File: config.mk
export PLATFORM = sky130hd
export DESIGN_NAME = cfg_byte_loader
export DESIGN_NICKNAME = d
export VERILOG_FILES = /design/src/rtl/cfgl_pkg.sv /design/src/rtl/cfgl_sync.sv /design/src/rtl/cfgl_capture.sv /design/src/rtl/cfgl_serializer.sv /design/src/rtl/cfg_byte_loader.sv
export SDC_FILE = /design/constraint.sdc
export NUM_CORES = 1
export LEC_CHECK = 0
export CORE_ASPECT_RATIO = 0.6
export CORE_MARGIN = 10
export CORE_UTILIZATION = 40
export DETAILED_ROUTE_END_ITERATION = 8
export DONT_BUFFER_PORTS = 1
export GPL_TIMING_DRIVEN = 0
export PLACE_DENSITY_LB_ADDON = 0.25
export SLEW_MARGIN = 20
export SYNTH_ARGS = -nofsm -noshare
export SYNTH_HDL_FRONTEND = slang
export SYNTH_SLANG_ARGS = --single-unit
export TNS_END_PERCENT = 5
File: constraint.sdc
create_clock -name clk -period 1.1 [get_ports clk]
set_input_delay 0.11 -clock clk [delete_from_list [all_inputs] [get_ports clk]]
set_output_delay 0.11 -clock clk [all_outputs]
set_load 0.05 [all_outputs]
File: src/rtl/cfgl_pkg.sv
package cfgl_pkg;
  localparam int unsigned CFGL_BYTE_W = 8;
  localparam int unsigned CFGL_SYNC_STAGES = 2;

  // A host write is qualified only when both selects and the strobe are high together.
  function automatic logic host_write_qual(input logic sel_a, input logic sel_b, input logic strobe);
    return sel_a & sel_b & strobe;
  endfunction

  // Index of the last bit slot in a shift window of the given width.
  function automatic int unsigned last_slot(input int unsigned width);
    return width - 1;
  endfunction
endpackage

File: src/rtl/cfgl_sync.sv
module cfgl_sync #(
  parameter int unsigned WIDTH  = 11,
  parameter int unsigned STAGES = 2
) (
  input  logic             clk,
  input  logic             rst_n,
  input  logic [WIDTH-1:0] async_in,
  output logic [WIDTH-1:0] sync_out
);
  logic [WIDTH-1:0] stage_q [STAGES];

  for (genvar s = 0; s < STAGES; s++) begin : g_stage
    if (s == 0) begin : g_first
      always_ff @(posedge clk) begin
        if (!rst_n) stage_q[s] <= '0;
        else        stage_q[s] <= async_in;
      end
    end else begin : g_rest
      always_ff @(posedge clk) begin
        if (!rst_n) stage_q[s] <= '0;
        else        stage_q[s] <= stage_q[s-1];
      end
    end
  end

  assign sync_out = stage_q[STAGES-1];
endmodule

File: src/rtl/cfgl_capture.sv
module cfgl_capture #(
  parameter int unsigned BYTE_W = 8
) (
  input  logic              clk,
  input  logic              rst_n,
  input  logic              qual,
  input  logic [BYTE_W-1:0] data_s,
  input  logic              busy,
  output logic              write_done,
  output logic              load,
  output logic [BYTE_W-1:0] byte_q,
  output logic              err
);
  logic qual_d;

  always_ff @(posedge clk) begin
    if (!rst_n) begin
      qual_d <= 1'b0;
      byte_q <= '0;
      err    <= 1'b0;
    end else begin
      qual_d <= qual;
      if (qual) byte_q <= data_s;
      if (write_done && busy) err <= 1'b1;
    end
  end

  // End of a qualified strobe, seen in the clock domain
  assign write_done = qual_d & ~qual;
  assign load       = write_done & ~busy;


  ignore_err_chk: assert property (@(posedge clk) disable iff (!rst_n)
    (write_done && busy) |=> err);

  err_sticky_chk: assert property (@(posedge clk) disable iff (!rst_n)
    err |=> err);
endmodule

File: src/rtl/cfgl_serializer.sv
module cfgl_serializer #(
  parameter int unsigned BYTE_W = 8
) (
  input  logic              clk,
  input  logic              rst_n,
  input  logic              load,
  input  logic [BYTE_W-1:0] load_byte,
  output logic              busy,
  output logic              dout
);
  import cfgl_pkg::*;

  localparam int unsigned CNT_W = (BYTE_W > 1) ? $clog2(BYTE_W) : 1;
  localparam logic [CNT_W-1:0] LAST = CNT_W'(last_slot(BYTE_W));

  logic [BYTE_W-1:0] shreg;
  logic [CNT_W-1:0]  slot;

  always_ff @(posedge clk) begin
    if (!rst_n) begin
      shreg <= '0;
      slot  <= '0;
      busy  <= 1'b0;
    end else if (load) begin
      shreg <= load_byte;
      slot  <= '0;
      busy  <= 1'b1;
    end else if (busy) begin
      shreg <= shreg >> 1;
      slot  <= slot + 1'b1;
      if (slot == LAST) busy <= 1'b0;
    end
  end

  // Serial output is retimed onto the falling edge; holds the tail while idle.
  always_ff @(negedge clk) begin
    if (!rst_n)    dout <= 1'b0;
    else if (busy) dout <= shreg[0];
  end

  // Independent run-length watch on busy for the window bound
  logic [CNT_W:0] busy_run;
  always_ff @(posedge clk) begin
    if (!rst_n)    busy_run <= '0;
    else if (busy) busy_run <= busy_run + 1'b1;
    else           busy_run <= '0;
  end


  busy_window_chk: assert property (@(posedge clk) disable iff (!rst_n)
    busy_run <= (CNT_W+1)'(BYTE_W));

  load_busy_chk: assert property (@(posedge clk) disable iff (!rst_n)
    load |=> busy);
endmodule

File: src/rtl/cfg_byte_loader.sv
module cfg_byte_loader #(
  parameter int unsigned BYTE_W      = cfgl_pkg::CFGL_BYTE_W,
  parameter int unsigned SYNC_STAGES = cfgl_pkg::CFGL_SYNC_STAGES
) (
  input  logic              clk,
  input  logic              rst_n,
  input  logic              cs_a,
  input  logic              cs_b,
  input  logic              wr_en,
  input  logic              rd_en,
  input  logic [BYTE_W-1:0] wdata,
  output logic              ready,
  output logic              dout,
  output logic              stat_d7,
  output logic              stat_oe,
  output logic              err
);
  import cfgl_pkg::*;

  localparam int unsigned SYNC_W = BYTE_W + 3;

  logic [SYNC_W-1:0] sync_q;
  logic              cs_a_s, cs_b_s, wr_s;
  logic [BYTE_W-1:0] data_s;
  logic              qual;
  logic              write_done, load, busy;
  logic [BYTE_W-1:0] byte_q;

  cfgl_sync #(.WIDTH(SYNC_W), .STAGES(SYNC_STAGES)) u_sync (
    .clk      (clk),
    .rst_n    (rst_n),
    .async_in ({wdata, cs_a, cs_b, wr_en}),
    .sync_out (sync_q)
  );

  assign {data_s, cs_a_s, cs_b_s, wr_s} = sync_q;
  assign qual = host_write_qual(cs_a_s, cs_b_s, wr_s);

  cfgl_capture #(.BYTE_W(BYTE_W)) u_capture (
    .clk        (clk),
    .rst_n      (rst_n),
    .qual       (qual),
    .data_s     (data_s),
    .busy       (busy),
    .write_done (write_done),
    .load       (load),
    .byte_q     (byte_q),
    .err        (err)
  );

  cfgl_serializer #(.BYTE_W(BYTE_W)) u_ser (
    .clk       (clk),
    .rst_n     (rst_n),
    .load      (load),
    .load_byte (byte_q),
    .busy      (busy),
    .dout      (dout)
  );

  assign ready   = ~busy;
  // Status path is combinational from the host pins so the pad releases at once.
  assign stat_oe = host_write_qual(cs_a, cs_b, rd_en);
  assign stat_d7 = ready;


  accept_ready_low_chk: assert property (@(posedge clk) disable iff (!rst_n)
    load |=> !ready);
endmodule

# --- After elaboration in Yosys (flattened, before gate mapping) ---
# Memories as Yosys holds them, arrays and structs flattened.
# Cells that the tools add are included.
totals:
  input_bits: 14
  output_inout_bits: 5
  wordCells: 33
  regBits: 23
  memories: 1
  ramBits: 22
memory_table:
  columns: ["name", "depth", "word_bits", "read_ports", "rd_ports_with_merged_regs", "wr", "line", "source"]
  rows:
  - ["u_sync.stage_q", 2, 11, 2, 0, 2, "cfgl_sync.sv:10", "logic [WIDTH-1:0] stage_q [STAGES];"]
op_classes:
  n_reduce_logical: 3
  n_eq_ne: 1
  n_bitwise: 11
  add_sub_neg: 1
  n_mux: 9
op_table:
  columns: ["op", "count"]
  rows:
  - ["2-to-1 mux 11 bit", 2]
  - ["2-to-1 mux 8 bit", 2]
  - ["AND 1 bit", 6]
  - ["2-to-1 mux 1 bit", 5]
  - ["adder 3 x 1 -> 3 bit (second input constant)", 1]
  - ["equality test 3 bit (second input constant)", 1]
  - ["NOT 1 bit", 3]
  - ["bitwise OR 1 bit", 2]
  - ["nonzero test 2 bit", 1]
  - ["OR reduction 2 bit", 1]
  - ["logical AND 1 bit", 1]

# --- Longest topological paths before layout ---
# Gate-level depths: netlist (run 1).
depth:
  ltp_word: 6
  mapped_depth: 5
  mapped_depth_nobuf: 4

# --- Modules after synthesis ---
# Synthesis (run 1) repeated with hierarchy kept, for this count alone.
hier_totals:
  cells_unflattened: 139
  area_unflattened_um2: 1632.8
by_module_without_submodules:
  columns: ["mod", "area_per_inst_um2", "n_inst", "cells_each", "seq_area_each_um2"]
  rows:
  - ["cfgl_sync", 620.6, 1, 46, 440.4]
  - ["cfgl_serializer", 598.1, 1, 54, 260.2]
  - ["cfgl_capture", 390.4, 1, 35, 200.2]
  - ["cfg_byte_loader", 23.8, 1, 4, 0.0]

==> results of run 1 <==
[cell families (layout without fill, tap and decap cells)]
family	Yosys count	after routing	synth area share, %
AND/OR/NAND/NOR	51	51	17.4
flip-flops	45	45	56.6
AO/OA/AOI/OAI	40	40	17.7
buffers and inverters	15	35	6.13
adder cells (fa/ha/maj)	2	2	1.57
multiplexers	1	1	0.628
[cell usage in the layout (no fill, tap or decap), types with 4 or more instances in the layout]
master,Yosys,routed
a21oi_1,14,13
clkbuf_8,0,7
o211a_1,5,5
dfxtp_2,0,6
o21a_1,5,5
o211ai_1,4,4
dfxtp_1,45,37
a32o_1,5,5
nand2_1,18,18
and2_1,22,22
dlygate4sd3_1,0,11
[per-stage QoR]
| stage | worst slack [ns] | utilization [%] | setup TNS (ns) |
|---|---|---|---|
| global route | -0.365 | 51.6 | -1.48 |
| detailed placement | -0.443 | 44.3 | -1.00 |
| finish | -0.341 | 51.6 | -0.905 |
| floorplan | -0.274 | - | -0.436 |
| global placement | -0.409 | 44.3 | -0.738 |
| CTS | -0.341 | 51.1 | -1.06 |
[worst register-to-register path: cells and delay by family (launching register included)]
family        cells  cell delay, ns
mux               1            0.19
buf+inv           1            0.14
simple gates      1            0.05
flops             1            0.39
[per-layer routing]
layer	share of wire, %	vias up	GRT usage (%)	routed length [µm]
li1	-	560	-	-
met1	48	524	11.4	1520
met2	47	16	17.3	1490
met3	4.9	4	3.97	155
met4	0.85	0	2.60	27
met5	0	-	0	0
[registers in the layout, indices dropped and copies added, names as in the netlist]
name,cells
u_ser.busy,1
u_sync.stage_q,22
u_ser.dout,1
u_capture.qual_d,1
u_capture.byte_q,8
u_ser.shreg,8
u_ser.slot,3
u_capture.err,1
[final timing paths]
kind              slack, ns                             from                               end
hold reg to reg        0.43  u_sync.stage_q[1][3]$_SDFF_PN0_  u_capture.byte_q[0]$_SDFFE_PN0P_
hold / removal         0.16                            rst_n   u_sync.stage_q[1][1]$_SDFF_PN0_
setup reg to reg      -0.30            u_ser.busy$_SDFF_PN0_           u_ser.dout$_SDFFE_NN0P_
setup / recovery      -0.34          u_ser.dout$_SDFFE_NN0P_                              dout
[layout make-up]
cell class | count | share of cell area, %
Buffer | 11 | 6.09
Multi-Input combinational cell | 94 | 31.2
Clock inverter | 2 | 0.453
Clock buffer | 7 | 4.99
Timing Repair Buffer | 12 | 6.09
Sequential cell | 45 | 47.4
Tap cell | 47 | 3.04
Inverter | 3 | 0.712
[power by group]
part	internal [mW]	switching (mW)	leakage (nW)	total, mW
logic	0.0510	0.0434	0.325	0.0944
clock network	0.573	0.543	0.0596	1.12
registers	1.66	0.00949	0.372	1.67
total	2.29	0.596	0.756	2.88
[what timing repair did]
item                       CTS  global route
resized for setup           13             8
buffers inserted             1             0
hold endpoints to repair    11             0
setup endpoints to repair   13            23
pin swaps                    0             3
hold buffers                11             0
==> flow_summary.json, run 1 <==
{
  "outcome": "complete, but fails checks",
  "violations": "setup timing",
  "grt_pass1_vias": 1192,
  "htree_levels": 2,
  "power_density_nw_per_um2": 1490,
  "ys_warn_count": 0,
  "maxCapViolCount": 0,
  "grt_pass1_wl_mm": 5.45,
  "wl_per_cell_um": 14.4,
  "antenna_found_initial": 0,
  "cp_max_fo": 2,
  "cp-end-kind": "output pin",
  "cts_tree": "done",
  "synth.avg_cell_area_um2": 10.3,
  "num-nets-final": 189,
  "dp_hpwl_mm": 2.20,
  "maxSlewHeadroom_pct": 67.2,
  "gp_congestion": 0.770,
  "yosys.area.top_type": "dfxtp_1",
  "rsz0062_at_grt": "true",
  "synth_ff_type": "dfxtp_1",
  "syn_area_um2": 1590,
  "core-area_um2": 3740,
  "dp_cells": 201,
  "worstSkewPairLatency_ns": 0.35,
  "synth_common_cells": "dfxtp_1, and2_1, nand2_1",
  "slew_viol_final": 0,
  "whs_ns": 0.162,
  "detail_route.iter0.violations": 22,
  "reg2reg_depth": 3,
  "area_delta_synth_final_pct": 21.3,
  "numCtsBuffers": 5,
  "drc_errors": 0,
  "ir_drop_v": 0.000668,
  "grt_util_all_layers_pct": 9.98,
  "cts-root-buf": "clkbuf_8",
  "fp.dieW_um": 101,
  "worstSetupPathDepth": 0,
  "min_path_cells": 2,
  "drt_pass1_iterations": 4,
  "die_h_um": 68.9,
  "yosysMostFrequentCell": "dfxtp_1",
  "fillers": 354,
  "setup_slack_ns": -0.341,
  "regArea_um2": 916,
  "stdcell_area_um2": 1930,
  "stdcell_count": 221,
  "netlist_instances": 154,
  "path_clk_slew_ns": 0.09,
  "clock_skew_ns": 0.0552,
  "final_antenna_net_count": 0,
  "vias_per_cell": 5.00,
  "num_rows": 17,
  "dieArea_um2": 6990,
  "required_ns": 0.99,
  "post_synth_main_area_contributors": "dfxtp_1, and2_1, a21oi_1",
  "hold_viol": 0,
  "synth.distinct_cells": 27,
  "vias": 1104,
  "overflow": 0,
  "setup_violations": 10,
  "clock_path_buffers": 2,
  "synth_top_cell_area_share_pct": 56.6,
  "io-pin-count": 19,
  "drive_above_1_share_pct": 19.0,
  "multiInputGateArea_um2": 603,
  "worst_setup_path_start_kind": "register",
  "ys_ff_latch": 45,
  "port_buffers": 0,
  "num_antenna_cells": 0,
  "detail_route.wirelength_mm": 3.19,
  "p_leak_nw": 0.756,
  "initial_core_util_pct": 42.5,
  "seq_area_frac_synth_pct": 56.6,
  "cts_sinks": 45,
  "max_slew.worst_pin.slew_ns": 0.493,
  "synth_fp_nets": 170,
  "crit_type": "reg -> out",
  "synth-edff-count": 0,
  "hold_class": "in -> reg",
  "grt_max_degree": 14,
  "critPathArrivalTime_ns": 1.33,
  "total_power_mw": 2.88,
  "async_flop_share_pct": 0,
  "placed_cell_area_um2": 1660
}
No activity file was read; power rests on OpenSTA's default activity.
==> run 2, diff against run 1 <==
--- a/config.mk
+++ b/config.mk
@@ -7,7 +7,7 @@
 export LEC_CHECK = 0
 export CORE_ASPECT_RATIO = 0.6
 export CORE_MARGIN = 10
-export CORE_UTILIZATION = 40
+export CORE_UTILIZATION = 30
 export DETAILED_ROUTE_END_ITERATION = 8
 export DONT_BUFFER_PORTS = 1
 export GPL_TIMING_DRIVEN = 0
==> run 2 against run 1 <==
  * The run still ends with setup timing left
  * Flip-flop and latch count unchanged
  * Core utilization decreased by 13 points
  * Cell count grew 7.7%
  * Critical path depth did not move
==> flow_summary.json, run 2 (synthesized netlist as in run 1, its figures left out) <==
{
  "largest_reg_flops": 22,
  "p_leak_nw": 0.742,
  "detail_route.iter0.violations": 47,
  "reg2reg_to": "u_ser.dout$_SDFFE_NN0P_",
  "final_common_cell": "dfxtp_1",
  "grt_pass1_wl_mm": 5.10,
  "worst_setup_path_start_kind": "register",
  "overflow": 0,
  "multiInputGateArea_um2": 626,
  "max_slew.worst_pin.slew_ns": 0.516,
  "ir_drop_v": 0.000660,
  "rsz0062_at_grt": "true",
  "setup_slack_ns": -0.326,
  "dp_hpwl_mm": 2.19,
  "maxCapViolCount": 0,
  "reg2reg_depth": 3,
  "top_register": "u_sync.stage_q",
  "grt_pass1_vias": 1016,
  "reg2reg_slack_ns": -0.31,
  "die_h_um": 76.4,
  "path_clk_slew_ns": 0.09,
  "hold_viol": 0,
  "fp.dieW_um": 114,
  "num-nets-final": 188,
  "numCtsBuffers": 5,
  "cp-endpoint": "dout",
  "cts_tree": "done",
  "antenna_found_initial": 0,
  "top_regs": "u_sync.stage_q x22, u_capture.byte_q x8, u_ser.shreg x8",
  "grt_max_degree": 15,
  "final_antenna_net_count": 0,
  "hold_class": "in -> reg",
  "drive_above_1_share_pct": 19.2,
  "required_ns": 0.99,
  "drt_pass1_iterations": 4,
  "num_rows": 20,
  "core-area_um2": 5100,
  "area_delta_synth_final_pct": 22.9,
  "worstSkewPairLatency_ns": 0.34,
  "initial_core_util_pct": 31.2,
  "final_cell_mix": "dfxtp_1, and2_1, nand2_1, dlygate4sd3_1, a21oi_1",
  "io-pin-count": 19,
  "dp_cells": 220,
  "critPathArrivalTime_ns": 1.32,
  "setup_tns_ns": -0.885,
  "wl_per_cell_um": 13.2,
  "cp-end-kind": "output pin",
  "stdcell_area_um2": 1960,
  "crit-reg2reg-launch": "u_ser.busy$_SDFF_PN0_",
  "clock_path_buffers": 2,
  "cp_max_fo": 2,
  "detail_route.wirelength_mm": 3.14,
  "placed_cell_area_um2": 1680,
  "postCtsSetupRepairBufs": 0,
  "clock_skew_ns": 0.0563,
  "cts_sinks": 45,
  "power_density_nw_per_um2": 1410,
  "port_buffers": 0,
  "violations": "setup timing",
  "regArea_um2": 915,
  "drc_errors": 0,
  "dieArea_um2": 8720,
  "gp_congestion": 0.763,
  "outcome": "complete, but fails checks",
  "stdcell_count": 238,
  "vias_per_cell": 4.67,
  "htree_levels": 2,
  "crit_type": "reg -> out",
  "crit_start": "u_ser.dout$_SDFFE_NN0P_",
  "slew_viol_final": 0,
  "grt_util_all_layers_pct": 7.32,
  "vias": 1112,
  "worstSetupPathDepth": 0,
  "maxSlewHeadroom_pct": 65.6,
  "cts-root-buf": "clkbuf_8",
  "fillers": 520,
  "num_antenna_cells": 0,
  "whs_ns": 0.156,
  "setup_violations": 10
}
[run 2: changes by cell type in the layout (fill, tap and decap cells not counted), sizes merged]
cell and delta:
clkbuf -2, clkinvlp +1, buf -1
[run 2: worst min path at each step]
stage | start | endpoint | cells after the start
after CTS | rst_n | u_sync.stage_q[0][9]$_SDFF_PN0_ | 2
after global routing | rst_n | u_sync.stage_q[1][2]$_SDFF_PN0_ | 2
final | rst_n | u_sync.stage_q[1][0]$_SDFF_PN0_ | 2
after detailed placement | wdata[6] | u_sync.stage_q[0][9]$_SDFF_PN0_ | 1
after global placement | cs_a | u_sync.stage_q[0][2]$_SDFF_PN0_ | 1
after floorplan | wr_en | u_sync.stage_q[0][0]$_SDFF_PN0_ | 1
[run 2: cell type report]
cell class / count / share of cell area [%]
repair buffers: 11 / 5.63
flip-flops and latches: 45 / 46.7
plain buffers: 11 / 6.20
multi-input cells: 94 / 32.0
clock inverters: 3 / 1.02
inverters: 3 / 0.703
clock buffers: 5 / 3.52
well taps: 66 / 4.22
[run 2: metrics by stage]
step	worst slack [ns]	util [%]	power (mW)
after floorplan	-0.274	-	1.77
after global placement	-0.405	33.0	1.78
after detailed placement	-0.448	33.0	1.79
after CTS	-0.342	37.5	2.81
after global routing	-0.363	38.3	2.91
final	-0.326	38.3	2.76
[run 2: layer usage]
layer	up-vias	share of wire [%]	global-route usage, %
met5	-	0	0
met4	0	0.26	1.87
met3	2	7.0	3.38
met2	29	43	9.35
met1	521	50	10.5
li1	560	-	-
[run 2: worst reg2reg max path, stage by stage (launching register included)]
cell     delay (ns)
dfxtp_4        0.42
buf_8          0.15
mux2i_1        0.18
nor2_1         0.05
[run 2: timing repair]
item	4_1_cts	5_1_grt
pin swaps	0	0
setup endpoints to repair	12	20
resized for setup	13	12
hold buffers	11	0
hold endpoints to repair	11	0
[run 2: power by group]
part	switching, mW	internal (mW)
registers	0.0113	1.66
logic	0.0453	0.0513
clock network	0.550	0.443
total	0.606	2.16
